`src/rtl/nand_probe_pkg.sv`:
```
package nand_probe_pkg;

   typedef struct packed {
      logic [7:0] mfr;      // 0x00 acts as wildcard
      logic [7:0] dev;
      logic [3:0] pg_lg;    // 0: open, decode from extended ID
      logic [4:0] chip_lg;  // log2 of capacity in MiB
      logic [4:0] er_lg;    // 0: open, decode from extended ID
      logic       wide;
   } geo_ent_t;

   localparam int unsigned ENT_N = 10;

   localparam geo_ent_t ENT_TBL [ENT_N] = '{
      '{8'hEC, 8'hD7, 4'd13, 5'd12, 5'd20, 1'b0},
      '{8'h00, 8'hEC, 4'd8,  5'd0,  5'd12, 1'b0},
      '{8'h00, 8'h73, 4'd9,  5'd4,  5'd14, 1'b0},
      '{8'h00, 8'h76, 4'd9,  5'd6,  5'd14, 1'b0},
      '{8'h00, 8'h56, 4'd9,  5'd6,  5'd14, 1'b1},
      '{8'h00, 8'hF1, 4'd0,  5'd7,  5'd0,  1'b0},
      '{8'h00, 8'hDA, 4'd0,  5'd8,  5'd0,  1'b0},
      '{8'h00, 8'hC1, 4'd0,  5'd7,  5'd0,  1'b1},
      '{8'h00, 8'h9B, 4'd9,  5'd14, 5'd14, 1'b0},
      '{8'h00, 8'h9A, 4'd0,  5'd16, 5'd0,  1'b0}
   };

   localparam logic [3:0] PG_LG_TINY  = 4'd8;
   localparam logic [3:0] PG_LG_SMALL = 4'd9;
   localparam logic [6:0] MIB_LG      = 7'd20;

   typedef enum logic [3:0] {
      P_IDLE, P_RCMD, P_RWAIT, P_ICMD, P_IADR,
      P_RMFR, P_RDEV, P_MATCH, P_REXT, P_FIN
   } probe_st_t;

endpackage

```
`src/rtl/nand_probe_lut.sv`:
```
module nand_probe_lut
   import nand_probe_pkg::*;
#(
   parameter int unsigned N = ENT_N
) (
   input  logic [7:0] mfr,
   input  logic [7:0] dev,
   output logic       hit,
   output geo_ent_t   ent
);

   logic [N-1:0] hv;

   generate
      if (N < 1 || N > ENT_N) begin : g_bad_n
         $error("nand_probe_lut: N out of range");
      end
      for (genvar g = 0; g < N; g++) begin : g_cmp
         assign hv[g] = (ENT_TBL[g].dev == dev) &&
                        ((ENT_TBL[g].mfr == mfr) || (ENT_TBL[g].mfr == 8'h00));
      end
   endgenerate

   // lowest index wins
   always_comb begin
      hit = 1'b0;
      ent = '0;
      for (int i = N - 1; i >= 0; i--) begin
         if (hv[i]) begin
            hit = 1'b1;
            ent = ENT_TBL[i];
         end
      end
   end

endmodule

```
`src/rtl/nand_probe_geom.sv`:
```
module nand_probe_geom
   import nand_probe_pkg::*;
#(
   parameter int BLK_W = 24
) (
   input  geo_ent_t         ent,
   input  logic [7:0]       xb,
   output logic [3:0]       pg_lg,
   output logic [4:0]       er_lg,
   output logic [2:0]       ac,
   output logic [BLK_W-1:0] blk
);

   logic [6:0] sh;
   logic       small_pg;
   wire        unused_geo = ^{xb[7:6], xb[3:2], ent.mfr, ent.dev, ent.wide};

   generate
      if (BLK_W < 21 || BLK_W > 64) begin : g_bad_w
         $error("nand_probe_geom: BLK_W must be 21..64");
      end
   endgenerate

   always_comb begin
      pg_lg = (ent.pg_lg == 4'd0) ? (4'd10 + {2'b00, xb[1:0]}) : ent.pg_lg;
      er_lg = (ent.er_lg == 5'd0) ? (5'd16 + {3'b000, xb[5:4]}) : ent.er_lg;
   end

   assign small_pg = (pg_lg <= PG_LG_SMALL);

   always_comb begin
      if (small_pg) begin
         if (ent.chip_lg <= 5'd5)       ac = 3'd3;
         else if (ent.chip_lg <= 5'd13) ac = 3'd4;
         else                           ac = 3'd5;
      end else begin
         if (ent.chip_lg <= 5'd7)       ac = 3'd4;
         else if (ent.chip_lg <= 5'd15) ac = 3'd5;
         else                           ac = 3'd6;
      end
   end

   assign sh  = {2'b00, ent.chip_lg} + MIB_LG - {2'b00, er_lg};
   assign blk = (32'(sh) < BLK_W) ? (BLK_W'(1) << sh) : '0;

endmodule

```
`src/rtl/nand_probe_seq.sv`:
```
module nand_probe_seq
   import nand_probe_pkg::*;
#(
   parameter int         DATA_W    = 8,
   parameter int         EXT_N     = 3,
   parameter logic [7:0] OP_RESET  = 8'hFF,
   parameter logic [7:0] OP_READID = 8'h90
) (
   input  logic              clk,
   input  logic              rst_n,
   input  logic              start,
   input  logic              dev_ready,
   input  logic              rd_valid,
   input  logic [DATA_W-1:0] rd_data,
   output logic              cmd_stb,
   output logic              cmd_addr,
   output logic [7:0]        cmd_byte,
   output logic              rd_req,
   output logic [7:0]        mfr_q,
   output logic [7:0]        dev_q,
   input  logic              lut_hit,
   input  geo_ent_t          lut_ent,
   output geo_ent_t          ent_q,
   output logic [7:0]        xb_q,
   output logic              fin,
   output logic              done,
   output logic              err
);

   localparam int         XW    = (EXT_N > 1) ? $clog2(EXT_N) : 1;
   localparam logic [XW-1:0] XLAST = XW'(EXT_N - 1);

   probe_st_t   st;
   logic [XW-1:0] xcnt;
   logic [7:0]  rd_lo;

   generate
      if (DATA_W != 8 && DATA_W != 16) begin : g_bad_dw
         $error("nand_probe_seq: DATA_W must be 8 or 16");
      end
      if (EXT_N < 1) begin : g_bad_ext
         $error("nand_probe_seq: EXT_N must be at least 1");
      end
      if (DATA_W > 8) begin : g_wide
         wire unused_hi = ^rd_data[DATA_W-1:8];
         assign rd_lo = rd_data[7:0];
      end else begin : g_narrow
         assign rd_lo = rd_data[7:0];
      end
   endgenerate

   always_ff @(posedge clk) begin
      if (!rst_n) begin
         st    <= P_IDLE;
         mfr_q <= '0;
         dev_q <= '0;
         xb_q  <= '0;
         ent_q <= '0;
         xcnt  <= '0;
         done  <= 1'b0;
         err   <= 1'b0;
      end else begin
         case (st)
            P_IDLE: if (start) begin
               done <= 1'b0;
               err  <= 1'b0;
               st   <= P_RCMD;
            end
            P_RCMD:  st <= P_RWAIT;
            P_RWAIT: if (dev_ready) st <= P_ICMD;
            P_ICMD:  st <= P_IADR;
            P_IADR:  st <= P_RMFR;
            P_RMFR: if (rd_valid) begin
               mfr_q <= rd_lo;
               st    <= P_RDEV;
            end
            P_RDEV: if (rd_valid) begin
               dev_q <= rd_lo;
               st    <= P_MATCH;
            end
            P_MATCH: begin
               if (!lut_hit || lut_ent.pg_lg == PG_LG_TINY) begin
                  err <= 1'b1;
                  st  <= P_IDLE;
               end else begin
                  ent_q <= lut_ent;
                  xb_q  <= '0;
                  xcnt  <= '0;
                  st    <= (lut_ent.pg_lg == 4'd0 || lut_ent.er_lg == 5'd0) ? P_REXT : P_FIN;
               end
            end
            P_REXT: if (rd_valid) begin
               if (xcnt == XLAST) begin
                  xb_q <= rd_lo;
                  st   <= P_FIN;
               end else begin
                  xcnt <= xcnt + 1'b1;
               end
            end
            P_FIN: begin
               done <= 1'b1;
               st   <= P_IDLE;
            end
            default: st <= P_IDLE;
         endcase
      end
   end

   always_comb begin
      cmd_stb  = (st == P_RCMD) || (st == P_ICMD) || (st == P_IADR);
      cmd_addr = (st == P_IADR);
      cmd_byte = (st == P_RCMD) ? OP_RESET : ((st == P_ICMD) ? OP_READID : 8'h00);
      rd_req   = (st == P_RMFR) || (st == P_RDEV) || (st == P_REXT);
      fin      = (st == P_FIN);
   end

   assert_req_hold_R2: assert property (@(posedge clk) disable iff (!rst_n)
      (rd_req && !rd_valid) |=> rd_req);

   assert_no_cmd_during_read_R1: assert property (@(posedge clk) disable iff (!rst_n)
      !(cmd_stb && rd_req));

   assert_ready_before_id_R1: assert property (@(posedge clk) disable iff (!rst_n)
      (cmd_stb && !cmd_addr && cmd_byte == OP_READID) |-> $past(dev_ready));

   assert_flags_exclusive_R4: assert property (@(posedge clk) disable iff (!rst_n)
      !(done && err));

   assert_err_stops_reads_R4: assert property (@(posedge clk) disable iff (!rst_n)
      $rose(err) |-> !rd_req);

endmodule

```
`src/rtl/nand_id_probe.sv`:
```
module nand_id_probe
   import nand_probe_pkg::*;
#(
   parameter int DATA_W = 8,
   parameter int BLK_W  = 24,
   parameter int EXT_N  = 3
) (
   input  logic              clk,
   input  logic              rst_n,
   input  logic              start,
   input  logic              dev_ready,
   input  logic              rd_valid,
   input  logic [DATA_W-1:0] rd_data,
   output logic              cmd_stb,
   output logic              cmd_addr,
   output logic [7:0]        cmd_byte,
   output logic              rd_req,
   output logic [3:0]        pg_lg,
   output logic [4:0]        er_lg,
   output logic              bus_wide,
   output logic [2:0]        addr_cycles,
   output logic [BLK_W-1:0]  blk_count,
   output logic              done,
   output logic              err
);

   logic [7:0]       mfr_q, dev_q, xb_q;
   logic             lut_hit, fin;
   geo_ent_t         lut_ent, ent_q;
   logic [3:0]       g_pg;
   logic [4:0]       g_er;
   logic [2:0]       g_ac;
   logic [BLK_W-1:0] g_blk;

   nand_probe_seq #(.DATA_W(DATA_W), .EXT_N(EXT_N)) u_seq (
      .clk(clk), .rst_n(rst_n), .start(start), .dev_ready(dev_ready),
      .rd_valid(rd_valid), .rd_data(rd_data),
      .cmd_stb(cmd_stb), .cmd_addr(cmd_addr), .cmd_byte(cmd_byte), .rd_req(rd_req),
      .mfr_q(mfr_q), .dev_q(dev_q), .lut_hit(lut_hit), .lut_ent(lut_ent),
      .ent_q(ent_q), .xb_q(xb_q), .fin(fin), .done(done), .err(err)
   );

   nand_probe_lut #(.N(ENT_N)) u_lut (
      .mfr(mfr_q), .dev(dev_q), .hit(lut_hit), .ent(lut_ent)
   );

   nand_probe_geom #(.BLK_W(BLK_W)) u_geom (
      .ent(ent_q), .xb(xb_q), .pg_lg(g_pg), .er_lg(g_er), .ac(g_ac), .blk(g_blk)
   );

   always_ff @(posedge clk) begin
      if (!rst_n) begin
         pg_lg       <= '0;
         er_lg       <= '0;
         bus_wide    <= 1'b0;
         addr_cycles <= '0;
         blk_count   <= '0;
      end else if (fin) begin
         pg_lg       <= g_pg;
         er_lg       <= g_er;
         bus_wide    <= ent_q.wide;
         addr_cycles <= g_ac;
         blk_count   <= g_blk;
      end
   end

   assert_cycles_range_R7: assert property (@(posedge clk) disable iff (!rst_n)
      $rose(done) |-> (addr_cycles >= 3'd3 && addr_cycles <= 3'd6));

   assert_blk_pow2_R8: assert property (@(posedge clk) disable iff (!rst_n)
      $rose(done) |-> ($countones(blk_count) == 1));

   assert_no_tiny_page_R5: assert property (@(posedge clk) disable iff (!rst_n)
      $rose(done) |-> (pg_lg != PG_LG_TINY));

   assert_geom_stable_R10: assert property (@(posedge clk) disable iff (!rst_n)
      (done && !fin) |=> $stable(blk_count));

endmodule

```
`config.mk`:
```
export PLATFORM = sky130hd
export DESIGN_NAME = nand_id_probe
export DESIGN_NICKNAME = d
export VERILOG_FILES = /design/src/rtl/nand_probe_pkg.sv /design/src/rtl/nand_probe_lut.sv /design/src/rtl/nand_probe_geom.sv /design/src/rtl/nand_probe_seq.sv /design/src/rtl/nand_id_probe.sv
export SDC_FILE = /design/constraint.sdc
export NUM_CORES = 1
export LEC_CHECK = 0
export ABC_AREA = 1
export BUFFER_PORTS_ARGS = -buffer_cell sky130_fd_sc_hd__buf_2
export CAP_MARGIN = 40
export CORE_ASPECT_RATIO = 1.5
export CORE_MARGIN = 8
export CORE_UTILIZATION = 25
export DETAILED_ROUTE_END_ITERATION = 10
export PLACE_DENSITY = 0.39
export SLEW_MARGIN = 20
export SYNTH_ARGS = -nofsm -noshare
export SYNTH_HDL_FRONTEND = slang
export SYNTH_SLANG_ARGS = --single-unit
```
`constraint.sdc`:
```
create_clock -name clk -period 5.5 [get_ports clk]
set_clock_uncertainty 0.15 [all_clocks]
set_input_delay 0.825 -clock clk [delete_from_list [all_inputs] [get_ports clk]]
set_output_delay 0.825 -clock clk [all_outputs]
set_load 0.005 [all_outputs]
```
Word level (Yosys, flattened, before mapping)
Cells that the tools add are included.

storage, ports and cells
  input port bits = 13
  output and inout bits = 50
  flip-flop bits (word level) = 82
  word-level logic and storage cells = 135

cells by class
  bitwise gates (word level) = 1
  equality and inequality tests = 31
  add/sub/neg operators = 5
  muxes and demuxes = 51
  $lt $le $gt $ge = 6
  reductions and logical operators = 24
  shift-type cells = 1

operators by type and width
  operator                                             number
  2-to-1 mux 15 bit                                    9
  == test 8 bit, first input constant                  8
  case mux 4 bit (9 select lines)                      1
  2-to-1 mux 4 bit                                     8
  == test 7 x 8 -> 1 bit, first input constant         3
  2-to-1 mux 24 bit                                    1
  << shifter 1 x 7 -> 24 bit, first input constant     1
  2-to-1 mux 6 bit                                     3
  == test 4 x 3 -> 1 bit, second input constant        4
  2-to-1 mux 8 bit                                     2
  2-to-1 mux 1 bit                                     14
  != test 2 bit, second input constant                 7
  == test 4 bit, second input constant                 3
  logical NOT 4 bit                                    3
  case mux 6 bit (2 select lines)                      1
  2-to-1 mux 11 bit                                    1
  <= comparator 5 x 3 -> 1 bit, second input constant  2
  <= comparator 5 x 4 -> 1 bit, second input constant  2
  logical NOT 5 bit                                    2
  2-to-1 mux 3 bit                                     3
  == test 4 x 2 -> 1 bit, second input constant        2
  2-to-1 mux 2 bit                                     4
  AND reduction 2 bit                                  4
  AND reduction 4 bit                                  2
  other kinds (20)                                     29

Logic depth before layout (Yosys ltp)
Gate-level depths: netlist of run 1.

  depth in word-level cells = 16
  gate-level depth with buffers = 15
  mapped depth without buffers = 14

Hierarchy
A second synthesis of run 1 with hierarchy kept.

second synthesis, totals
  cells, all modules = 822
  area total of the unflattened synthesis = 5401.4 um2

modules (own cells, without submodules)
  module           cells each  instances  sequential area each (um2)  area an instance (um2)
  nand_probe_seq   341         1          1261.2                      2498.6
  nand_id_probe    234         1          740.7                       1526.5
  nand_probe_geom  134         1          0.0                         848.3
  nand_probe_lut   113         1          0.0                         528.0

Worst setup path after synthesis of run 1
No wires, ideal clock.

  path kind = flip-flop to flip-flop
  start = register u_seq.ent_q[13] (netlist name)
  end = register blk_count[22]
  required time = 5.283 ns
  setup time = 0.067 ns
  cell stages (with the launch flop) = 14
  arrival = 2.379 ns
  slack = 2.904 ns
  buffers on the path = 1
  cells stage by stage = dfxtp_1 -> nor4_1 -> inv_1 -> o21ai_0 -> inv_1 -> ha_1 -> nand3_1 -> nand3_2 -> xor2_4 -> nor2_1 -> nor2_4 -> buf_6 -> nand3_1 -> a21oi_2

RTL lines
  element                 RTL line             RTL
  end signal: assignment  nand_id_probe.sv:63  blk_count <= g_blk;
  end: declaration        nand_id_probe.sv:22  output logic [BLK_W-1:0] blk_count,

==> results of run 1 <==
-- cell families (layout without fill, tap and decap cells) --
| kind of cell | after synthesis | in the layout |
|---|---|---|
| and+or+nand+nor | 239 | 239 |
| AOI/OAI and AO/OA | 115 | 115 |
| buffers and inverters | 79 | 137 |
| DFF | 76 | 76 |
| adders and majority gates | 9 | 9 |
| xor gates and xnor gates | 4 | 4 |
-- power groups by stage --
stage / Sequential, uW / Combinational [uW] / Clock [uW]
after floorplan: 585 / 118 / 0
after global placement: 589 / 152 / 0
after detailed placement: 587 / 152 / 0
after CTS: 575 / 152 / 659
after global routing: 577 / 172 / 686
final: 576 / 148 / 635
-- per-layer routing --
layer  vias up  global-route usage, %
met5         -                      0
met4         0                   4.36
met3         8                   2.80
met2        49                   21.8
met1      1670                   12.9
li1       1829                      -
-- state kept, by name (all words and copies together), names as in the netlist --
name	cells
u_seq.ent_q	11
pg_lg	4
u_seq.xcnt	2
er_lg	5
u_seq.done	1
u_seq.mfr_q	8
blk_count	24
u_seq.xb_q	4
u_seq.st	4
u_seq.dev_q	8
u_seq.err	1
bus_wide	1
addr_cycles	3
-- final cells by class --
cell class	count	area, um2
tap	199	249
timing repair buffer	64	325
sequential	76	1520
inverter	57	214
multi-input combinational	367	1880
fill	1694	10400
clock buffer	10	229
clock inverter	6	88.8
-- worst paths after layout --
kind,start,endpoint,slack (ps),depth (start not counted)
hold reg to reg,u_seq.ent_q[0],bus_wide,310,2
setup / recovery,u_seq.ent_q[13],blk_count[20],2460,12
setup reg to reg,u_seq.ent_q[13],blk_count[20],2460,12
hold / removal,u_seq.ent_q[0],bus_wide,310,2
-- cells in the final DEF (no fill, tap or decap), types with 9 or more instances in the layout --
cell and n:
buf_2 62, nand4_1 18, inv_1 48, o21ai_0 36, dfxtp_1 76, clkbuf_16 9
nand3_1 30, nor2_1 60, nand2_1 99, a21oi_1 68
-- metrics by stage --
stage	power, uW	hold WS (ps)
2_1_floorplan	702	278
3_3_place_gp	741	297
3_5_place_dp	739	304
4_1_cts	1390	314
5_1_grt	1440	332
6_report	1360	311
-- worst max-delay path: cells and delay by family, from the launching register on --
kind	cells	cell delay [ps]
xor gates and xnor gates	1	190
and+or+nand+nor	6	1330
AOI/OAI and AO/OA	2	470
adders and majority gates	1	300
buffers and inverters	2	180
DFF	1	350
==> out/qor.csv, run 1 <==
metric,value,unit
total track usage,12.0,%
FP Rows,55,
mux contribution to synthesized area,0,%
Synth Cell Area,3750,um2
Switching Fraction,25.4,%
Main synth FF type,dfxtp_1,
Post-Synth Adder-Cell Area,3.21,%
Final Hold Vio Count,0,
critical path class,flip-flop to flip-flop,
pre-CTS setup slack,2440,ps
vias in the first global route,3654,
Root Driver,clkbuf_16,
Post-Place Cell Area,4190,um2
DRC Markers,0,
Period minus WS final,3040,ps
half-perimeter wire length after placement,8230,um
period utilization,55.3,%
pin count of the biggest net entering global routing,44,
Maximum Capacitance Violations,0,
Max VDD drop,0.000138,V
Slowest cell on crit path,nor4_1,
CTS tree,built,
Inst Count DP,763,
worst skew pair latency,330,ps
CP Capture Type,flip-flop,
Synth Area in XOR/XNOR,1.44,%
initial core utilization,25.2,%
met3 wire len,370,um
CTS H-Tree Depth,3,
Die X,116,um
total core area,14900,um2
Leakage,0.00197,uW
layout cells sized above 1,18.6,%
final std cells w/o fill,779,
Synth cell types,40,
fraction of registers with async set/reset,0,%
Clock Tree Buf Depth,2,
Yosys top cell by area,dfxtp_1,
die area,19200,um2
Ys Warns,0,
CP max stage delay,430,ps
WL met1,4570,um
list of most frequent post-synthesis cells,"nand2_1 (99), dfxtp_1 (76), a21oi_1 (68)",
RSZ-0062 raised after global routing,false,
CP Data Arrival Time,3150,ps
top post-synthesis cells by area,"dfxtp_1 (41%), nand2_1 (9.9%), a21oi_1 (9.1%), nor2_1 (6.0%), o21ai_0 (4.8%)",
slew margin rel.,57.4,%
total gr overflow,0,
Via density,4.56,
Mapped Cells,522,
DRT iter0 DRCs,76,
Yosys top cell area share,40.6,%
post-synthesis compound-gate area fraction,16.3,%
PortBufs,62,
Comb pwr share,10.9,%
initial antenna violation count,0,
cts repair resizes,0,
most common cell in the synthesized netlist,nand2_1,
worst-margin pin slew,638,ps
PwrDens,301,nW/um2
placer congestion estimate,0.817,
crit-path max FO,24,
nets,597,
type of origin of the critical path,flip-flop,
CP Cell Sequence,nor4_1 -> inv_1 -> o21ai_0 -> inv_1 -> ha_1 -> nand3_1 -> nand3_2 -> xor2_4 -> nor2_1 -> nor2_4 -> nand3_1 -> a21oi_1,
Syn Area/Cell,7.18,um2
final WL,10800,um
antenna cells,0,
# hold bufs at CTS,0,
number of synthesized register bits,76,
top layer in use,met4,
syn nets,544,
clock slew at reported path FFs,60,ps
Clk network pwr share,46.7,%
f_max,0.329,GHz
first-pass iteration count of the detailed router,4,
Post-CTS Setup Inserts,0,
"Slew Viols, Final",0,
Setup TNS,0,ps
Sw Pwr,345,uW
Worst Path Required,5610,ps
final instance area,4510,um2
CTS Buf Count,9,
met2 WL post-DR,5780,um
Ports,63,
main combinational cell family by area after synthesis,simple AND/OR/NAND/NOR gates,
post-synthesis simple-gate area fraction,29.3,%
Worst Slack Setup Final,2460,ps
Sequential Power Share,42.4,%
Die H,166,um
sequential-to-total area share from yosys stat,40.6,%
WL/cell,13.9,um
status,"complete, no violations",
Hold WC Path Type,flip-flop to flip-flop,
"EDFF count, synth",0,
Setup-failing EPs final,0,
vias,3556,
first-pass GRT wire length,18300,um
internal power,1010,uW
fin util,30.3,%
area growth from synthesis to layout,20.3,%
CTS sink count,76,
post-route ant nets,0,
Note: power is estimated with default switching activity, not from simulation.
==> run 2: changes to the inputs <==
clock period = 3 ns   (was 5.5 ns; I/O delays follow)
==> run 2 against run 1 <==
  * Worst hold slack lost 110 ps
  * Clock power increased by 75%
  * Global-route usage fell by 0.23 points
  * Cell count grew 1.2%
  * Sequential share of layout area down 0.48 points
  * First-iteration DRC count grew 58%
  * Core utilization is 0.44 points higher
  * Non-clock buffer count up 9
  * Fmax up 14%
  * Via count shrank 1.2%
  * Largest cell class unchanged
==> out/qor.csv, run 2 (same netlist as run 1, synthesis figures left out) <==
metric,value,unit,change
final WL,10800,um,-0.49%
period utilization,88.7,%,+33 points
CP Data Arrival Time,2780,ps,-370 ps
Hold WC Path Type,primary input to flip-flop,,
FP Rows,55,,unchanged
Maximum Capacitance Violations,0,,unchanged
CTS tree,built,,
# hold bufs at CTS,0,,unchanged
Setup-failing EPs final,0,,unchanged
Inst Count DP,772,,+1.2%
Clock Tree Buf Depth,2,,unchanged
DRT iter0 DRCs,120,,+58%
worst reg2reg startpoint,u_seq.ent_q[3],,
CTS Buf Count,9,,unchanged
Max VDD drop,0.000260,V,+89%
final std cells w/o fill,788,,+1.2%
clock slew at reported path FFs,60,ps,about the same
"delay-heaviest family, CP",adder cells,,
WL/cell,13.7,um,-1.6%
Setup TNS,0,ps,unchanged
CP Capture Type,flip-flop,,
die area,19200,um2,unchanged
Die H,166,um,unchanged
"commonest non-fill, non-tap cell in the layout",nand2_1,,
Final Hold Vio Count,0,,unchanged
placer congestion estimate,0.809,,-0.96%
initial core utilization,25.2,%,unchanged
f_max,0.376,GHz,+14%
Worst Path Required,3120,ps,-2490 ps
layout cells sized above 1,20.0,%,+1.4 points
"Slew Viols, Final",0,,unchanged
total gr overflow,0,,unchanged
CP Cell Sequence,nor4_1 -> buf_4 -> nand2_1 -> inv_1 -> ha_1 -> fa_1 -> o21ai_2 -> xor2_1 -> nor2_1 -> nor2_4 -> buf_12 -> nand3_1 -> a21oi_1,,
PwrDens,535,nW/um2,+77%
worst hold start,rd_data[7],,
CP max stage delay,420,ps,about the same
RSZ-0062 raised after global routing,false,,
area growth from synthesis to layout,22.1,%,
Leakage,0.00202,uW,+3.0%
Via density,4.46,,-2.4%
worst skew pair latency,340,ps,about the same
slew margin rel.,71.4,%,+14 points
first-pass GRT wire length,17800,um,-2.5%
critical path class,flip-flop to flip-flop,,
biggest regs,"blk_count: 24 flops, u_seq.ent_q: 11 flops",,
worst path buffer plus inverter count,3,,+1
Root Driver,clkbuf_16,,
cts repair resizes,0,,unchanged
Worst Setup SP,u_seq.ent_q[3],,
post-route ant nets,0,,unchanged
max reg flops,24,,unchanged
Largest Register,blk_count,,
PortBufs,62,,unchanged
Die X,116,um,unchanged
pin count of the biggest net entering global routing,31,,-30%
pre-CTS setup slack,307,ps,-2140 ps
worst-margin pin slew,429,ps,-209 ps
most frequent cells in the layout,"nand2_1 (99), dfxtp_1 (76), a21oi_1 (68)",,
status,"complete, no violations",,
vias in the first global route,3515,,-3.8%
nets,606,,+1.5%
Worst Slack Setup Final,339,ps,-2120 ps
initial antenna violation count,0,,unchanged
CTS sink count,76,,unchanged
total core area,14900,um2,unchanged
Post-CTS Setup Inserts,0,,unchanged
antenna cells,0,,unchanged
half-perimeter wire length after placement,8460,um,+2.8%
DRC Markers,0,,unchanged
Slowest cell on crit path,fa_1,,
Ports,63,,unchanged
Period minus WS final,2660,ps,-378 ps
first-pass iteration count of the detailed router,5,,+1
type of origin of the critical path,flip-flop,,
crit-path max FO,24,,unchanged
CTS H-Tree Depth,3,,unchanged
total track usage,11.8,%,-0.23 points
vias,3512,,-1.2%
-- run 2: changes by cell type in the layout (fill, tap and decap cells not counted), sizes merged --
cell	change
clkinv	+2
bufinv	-1
clkinvlp	-2
buf	+9
clkbuf	+1
-- run 2: metrics by stage --
| step | cell area, um2 | hold WS (ps) | total power [uW] | utilization [%] |
|---|---|---|---|---|
| after floorplan | 3750 | 278 | 1290 | - |
| after global placement | 4270 | 293 | 1360 | 28.7 |
| after detailed placement | 4270 | 295 | 1360 | 28.7 |
| after CTS | 4570 | 195 | 2480 | 30.8 |
| after global routing | 4570 | 226 | 2560 | 30.8 |
| final | 4570 | 204 | 2450 | 30.8 |
-- run 2: metal layers --
layer / share of wire, % / track usage (%)
met1: 42 / 12.5
met2: 53 / 21.5
met3: 3.4 / 2.04
met4: 1.4 / 5.44
met5: 0 / 0
-- run 2: worst min-delay path, stage by stage --
cell    delay (ps)
buf_2           90
nor2_1          40
nor2_1          80
-- run 2: final cells by class --
type                       count  area [um2]
clock buffer                  11         253
clock inverter                 5        50.0
fill                        1680       10300
inverter                      57         214
multi-input combinational    367        1880
sequential                    76        1520
tap                          199         249
timing repair buffer          73         405
-- run 2: where the power goes --
part,switching [uW],internal (uW),total (uW),leakage (uW)
clock,430,684,1110,0.000155
combinational,176,101,277,0.00126
sequential,23.9,1030,1050,0.000612
total,630,1820,2450,0.00202
-- run 2: path summary, 6_finish.rpt --
path	to	slack, ps	cells after the start
hold reg to reg	u_seq.mfr_q[4]	300	2
setup / recovery	blk_count[19]	340	13
hold / removal	u_seq.mfr_q[7]	200	3
setup reg to reg	blk_count[19]	340	13
